$ cat config.mk
export PLATFORM = sky130hd
export DESIGN_NAME = ifetch_unit
export DESIGN_NICKNAME = d
export VERILOG_FILES = /design/src/rtl/ifetch_unit.sv
export SDC_FILE = /design/constraint.sdc
export NUM_CORES = 1
export LEC_CHECK = 0
export CAP_MARGIN = 20
export CORE_UTILIZATION = 49
export CTS_CLUSTER_DIAMETER = 100
export DETAILED_ROUTE_END_ITERATION = 7
export GPL_ROUTABILITY_DRIVEN = 0
export PLACE_DENSITY = 0.82
export RECOVER_POWER = 100
export SLEW_MARGIN = 30
export SYNTH_ARGS = -nofsm -noshare
export SYNTH_HDL_FRONTEND = slang
export SYNTH_SLANG_ARGS = --single-unit
$ cat constraint.sdc
create_clock -name clk -period 3.1 [get_ports clk]
set_clock_uncertainty 0.15 [all_clocks]
set_input_delay 0.62 -clock clk [delete_from_list [all_inputs] [get_ports clk]]
set_output_delay 0.62 -clock clk [all_outputs]
set_load 0.1 [all_outputs]
$ cat src/rtl/ifetch_unit.sv
module ifetch_unit #(
  parameter logic [31:0] RESET_PC = 32'h0
) (
  input  logic        clk,
  input  logic        rst_n,
  input  logic        pc_load,
  input  logic [31:0] pc_new,
  output logic [31:0] mem_addr,
  input  logic [7:0]  mem_byte,
  output logic        out_valid,
  input  logic        out_ready,
  output logic [3:0]  icode,
  output logic [3:0]  ifun,
  output logic [3:0]  ra,
  output logic [3:0]  rb,
  output logic [31:0] valc,
  output logic [31:0] next_pc,
  output logic        bad_instr,
  output logic        halted
);
  localparam logic [1:0] S_FETCH = 2'd0, S_HOLD = 2'd1, S_STOP = 2'd2;
  localparam logic [3:0] NO_REG = 4'h8;

  function automatic logic [2:0] len_of(input logic [3:0] c);
    case (c)
      4'h2, 4'h6, 4'hA, 4'hB: len_of = 3'd2;
      4'h3, 4'h4, 4'h5:       len_of = 3'd6;
      4'h7, 4'h8:             len_of = 3'd5;
      default:                len_of = 3'd1;
    endcase
  endfunction

  function automatic logic has_reg(input logic [3:0] c);
    has_reg = (c >= 4'h2 && c <= 4'h6) || c == 4'hA || c == 4'hB;
  endfunction

  function automatic logic fn_ok(input logic [3:0] c, input logic [3:0] f);
    if (c == 4'h6)       fn_ok = f <= 4'd3;
    else if (c == 4'h7)  fn_ok = f <= 4'd6;
    else if (c <= 4'hB)  fn_ok = f == 4'd0;
    else                 fn_ok = 1'b0;
  endfunction

  logic [1:0]  state_q;
  logic [31:0] pc_q;
  logic [2:0]  cnt_q;
  logic [3:0]  icode_q, ifun_q, ra_q, rb_q;
  logic [31:0] valc_q;
  logic        bad_q;
  logic [2:0]  cur_len;
  logic [1:0]  kidx;

  assign cur_len   = len_of(icode_q);
  assign kidx      = 2'(cnt_q - 3'd1 - {2'b0, has_reg(icode_q)});
  assign mem_addr  = pc_q + {29'b0, cnt_q};
  assign next_pc   = pc_q + {29'b0, cur_len};
  assign out_valid = state_q == S_HOLD;
  assign halted    = state_q == S_STOP;
  assign icode     = icode_q;
  assign ifun      = ifun_q;
  assign ra        = ra_q;
  assign rb        = rb_q;
  assign valc      = valc_q;
  assign bad_instr = bad_q;

  always_ff @(posedge clk) begin
    if (!rst_n) begin
      state_q <= S_FETCH;
      pc_q    <= RESET_PC;
      cnt_q   <= 3'd0;
      icode_q <= 4'h0;
      ifun_q  <= 4'h0;
      ra_q    <= NO_REG;
      rb_q    <= NO_REG;
      valc_q  <= 32'h0;
      bad_q   <= 1'b0;
    end else if (pc_load && state_q != S_STOP) begin
      state_q <= S_FETCH;
      pc_q    <= pc_new;
      cnt_q   <= 3'd0;
      bad_q   <= 1'b0;
    end else begin
      case (state_q)
        S_FETCH: begin
          if (cnt_q == 3'd0) begin
            icode_q <= mem_byte[7:4];
            ifun_q  <= mem_byte[3:0];
            ra_q    <= NO_REG;
            rb_q    <= NO_REG;
            valc_q  <= 32'h0;
            if (!fn_ok(mem_byte[7:4], mem_byte[3:0])) begin
              bad_q   <= 1'b1;
              state_q <= S_HOLD;
            end else if (len_of(mem_byte[7:4]) == 3'd1) begin
              state_q <= S_HOLD;
            end else begin
              cnt_q <= 3'd1;
            end
          end else begin
            if (has_reg(icode_q) && cnt_q == 3'd1) begin
              ra_q <= mem_byte[7:4];
              rb_q <= mem_byte[3:0];
            end else begin
              valc_q[{kidx, 3'b000} +: 8] <= mem_byte;
            end
            if (cnt_q == cur_len - 3'd1) begin
              cnt_q   <= 3'd0;
              state_q <= S_HOLD;
            end else begin
              cnt_q <= cnt_q + 3'd1;
            end
          end
        end
        S_HOLD: begin
          if (out_ready) begin
            if (bad_q || icode_q == 4'h1) begin
              state_q <= S_STOP;
            end else begin
              pc_q    <= next_pc;
              cnt_q   <= 3'd0;
              state_q <= S_FETCH;
            end
          end
        end
        default: state_q <= S_STOP;
      endcase
    end
  end
endmodule

==> impl_results.md <==
* Outcome: complete, but fails checks
* Failing checks: negative setup slack
* Post-synth top area cell: dfxtp_1
* Worst setup SP type: flip-flop
* Slew Limit Fails at 0
* Final WS setup at -360 ps
* Post-Syn Area at 5630 um^2
* HPWL Detailed at 15100 um
* Worst setup EP type: primary output
* First-pass detailed-route iteration total at 7
* Root Driver: clkbuf_16
* Maximum root-to-sink buffer count at 2
* Antenna violations before repair at 1
* Share of layout cells above drive strength 1 at 32.1%
* Count of warnings emitted by yosys at 0
* Crit Path Max Fanout at 7
* Syn_nets at 780
* Grt ovf at 0
* Pwr dens at 415 nW/um^2
* Slew of the pin with the lowest slew margin at 1240 ps
* Fin. Hold Viols at 0
* # setup viols final at 27
* H-tree levels at 3
* Area Overhead vs Synth at 66.6%
* Critical path arrival at 2690 ps
* Routed vias/inst at 6.40
* Clock power share at 27.3%
* TritonCTS Buffers at 9
* Cts hold-fix bufs at 0
* ANT nets after route at 0
* Req. time, crit path at 2330 ps
* First-pass GRT wire length at 33400 um
* Worst path slowest cell: o211ai_1
* Setup repair after global routing missed its margin: true
* CP max stage delay at 540 ps
* Final non-filler cell area at 9380 um^2
* Main area contributors after synthesis: dfxtp_1 32%, xnor2_1 7.3%, a21oi_1 6.0%, xor2_1 5.3%, nand3_1 5.2%
* P_sw at 1.62 mW
* Lkg Pwr at 3.62 nW
* Final Net Count at 966
* Buf/Inv on CP at 2
* Combinational share of power at 40.7%
* Cell internal pwr at 2.28 mW
* Hold depth at 2
* Die area at 11900 um^2
* Min-Delay Path Class: reg2reg
* Clock Sinks at 89
* Mapped Cells at 718
* Number of gates on the worst path with buffers counted at 9
* Initial core utilization at 51.1%
* Non-Filler Instances at 1049
* Worst VDD drop at 0.340 mV
* Number of synthesized flops with an enable pin at 0
* Filler Cell Count at 597
* Average cell area after synthesis at 7.85 um^2
* Relative slew slack at 17.6%
* IO Port Bufs at 158
* Library cells used by synthesis at 61
* Top_reg_cell synth: dfxtp_1
* Die height at 109 um
* IO Count at 159
* Clock slew at reported path FFs at 70 ps
* Worst-skew pair later-pin latency at 360 ps
* Critical path class: reg2out
* Area after DPL at 8950 um^2
* Num rows at 38
* Vias in the first global route at 6290
* Min Clock Period, post-route at 3460 ps
* WL/cell at 22.8 um
* Initial DRC count at 753
* GRT Overall Usage at 36.9%
* Final Power at 3.90 mW
* Crit-path cells: ha_4, inv_2, fa_2, nor2b_4, o211ai_1, nand2b_4, nor2_4, xor2_2, buf_12
* CP delay by family, top: compound AO/OA/AOI/OAI gates
* Async set-reset flop share out of synthesis at 0%
* Flop pwr share at 32.0%
* Seq/Total Area, Yosys at 31.6%
* Flops & latches, synth at 89
* Max_cap viols at 0
* Die Wd at 109 um
* Worst Reg-to-Reg Cells at 10
* CTS tree: built
* Core ar. at 11000 um^2
* Synth top area share at 31.6%
* # diodes at 0
* Via count at 6710
* Largest net degree at the start of global routing at 38
* Dpl cells at 1018
* Highest Clock Rate at 289 MHz
* WL final at 23900 um
* Switch share at 41.5%
* Tcrit/Tclk final at 112%
* Residual DRC at 0
[cells in the mapped netlist, drive strengths merged, types with 2 or more instances]
master  number
a211oi       2
a21o         5
a21oi       69
a311oi       4
a31oi        9
a32o         4
a32oi        2
and2         6
and3        15
buf         34
clkbuf      25
dfxtp       89
fa           2
ha          16
inv         22
mux2         3
mux2i        5
nand2       62
nand2b      25
nand3       62
nand4       14
nand4b       2
nor2        46
nor2b        5
nor3        17
nor3b        3
nor4         8
o211ai       3
o21a         2
o21ai       47
o31ai        2
or3         13
xnor2       47
xor2        34
[flip-flops by register name (all words and copies together), names as in the netlist]
signal	count
cnt_q	3
icode	4
ra	4
cur_len	3
state_q	2
bad_instr	1
valc	32
ifun	4
rb	4
pc_q	32
[worst min-delay path: stages (launching register included)]
cell and delay (ps):
dfxtp_1 320, nand2_1 50, a21oi_1 50
[final timing paths]
path | from | slack, ps | to
setup reg to reg | pc_q[0] | 60 | pc_q[26]
hold / removal | valc[30] | 310 | valc[30]
setup / recovery | pc_q[0] | -360 | next_pc[20]
hold reg to reg | valc[30] | 310 | valc[30]
[through the flow]
| stage | setup WS, ps | util, % | hold slack (ps) | TNS [ps] |
|---|---|---|---|---|
| finish | -360 | 85.1 | 313 | -4410 |
| CTS | -161 | 85.5 | 310 | -1740 |
| global route | -367 | 85.1 | 340 | -5900 |
| floorplan | -375 | - | 330 | -1360 |
| detailed placement | 46.8 | 81.1 | 298 | 0 |
| global placement | 120 | 81.1 | 292 | 0 |
[kinds of logic (layout without fill, tap and decap cells)]
kind of cell	count (synthesis)	in the layout	synth area share, %
compound gates	155	155	15.9
xor+xnor	82	82	13.0
fa+ha+maj	19	19	4.44
buf+inv	81	272	6.88
flops	89	89	31.6
mux	8	8	1.49
simple gates	284	284	26.6
[metal layers]
metal	vias up	GRT usage, %	share of wire, %
met5	-	0	0.054
met4	2	16.8	6.8
met3	166	7.35	10
met2	576	65.7	49
met1	3102	42.4	34
li1	2864	-	-
[layout by cell type, fill, tap and decap left out, types with 16 or more instances in the layout]
master and instances:
a21oi_1 64, o21ai_0 45, xor2_4 17, buf_12 60
dfxtp_1 78, inv_1 18, nand3_1 57, nand2_1 58
clkdlybuf4s50_1 41, nor2_1 28, clkbuf_1 56, xnor2_1 16
buf_4 64, nand2b_1 22, xnor2_4 16
[area by class of cell]
cell class                 count  area [um^2]  area share, %
clock buffer                   9          225           2.40
clock inverter                 7         52.6          0.560
inverter                      22         82.6          0.880
multi-input combinational    548         4610           49.1
sequential                    89         1800           19.2
tap                          140          175           1.87
timing repair buffer         234         2430           25.9
[power by group through the flow]
stage / clock network (mW) / logic [mW] / registers, mW
global route: 1.12 / 1.64 / 1.25
finish: 1.06 / 1.59 / 1.25
CTS: 1.05 / 1.55 / 1.24
global placement: 0 / 1.51 / 1.26
floorplan: 0 / 0.967 / 1.33
detailed placement: 0 / 1.53 / 1.26
[what timing repair did]
action,4_1_cts,5_1_grt
endpoints found under the setup margin,35,47
pin swaps,12,17
gates cloned,0,0
setup buffers,9,6
gates resized for setup,32,34
Note: power is estimated with default switching activity, not from simulation.
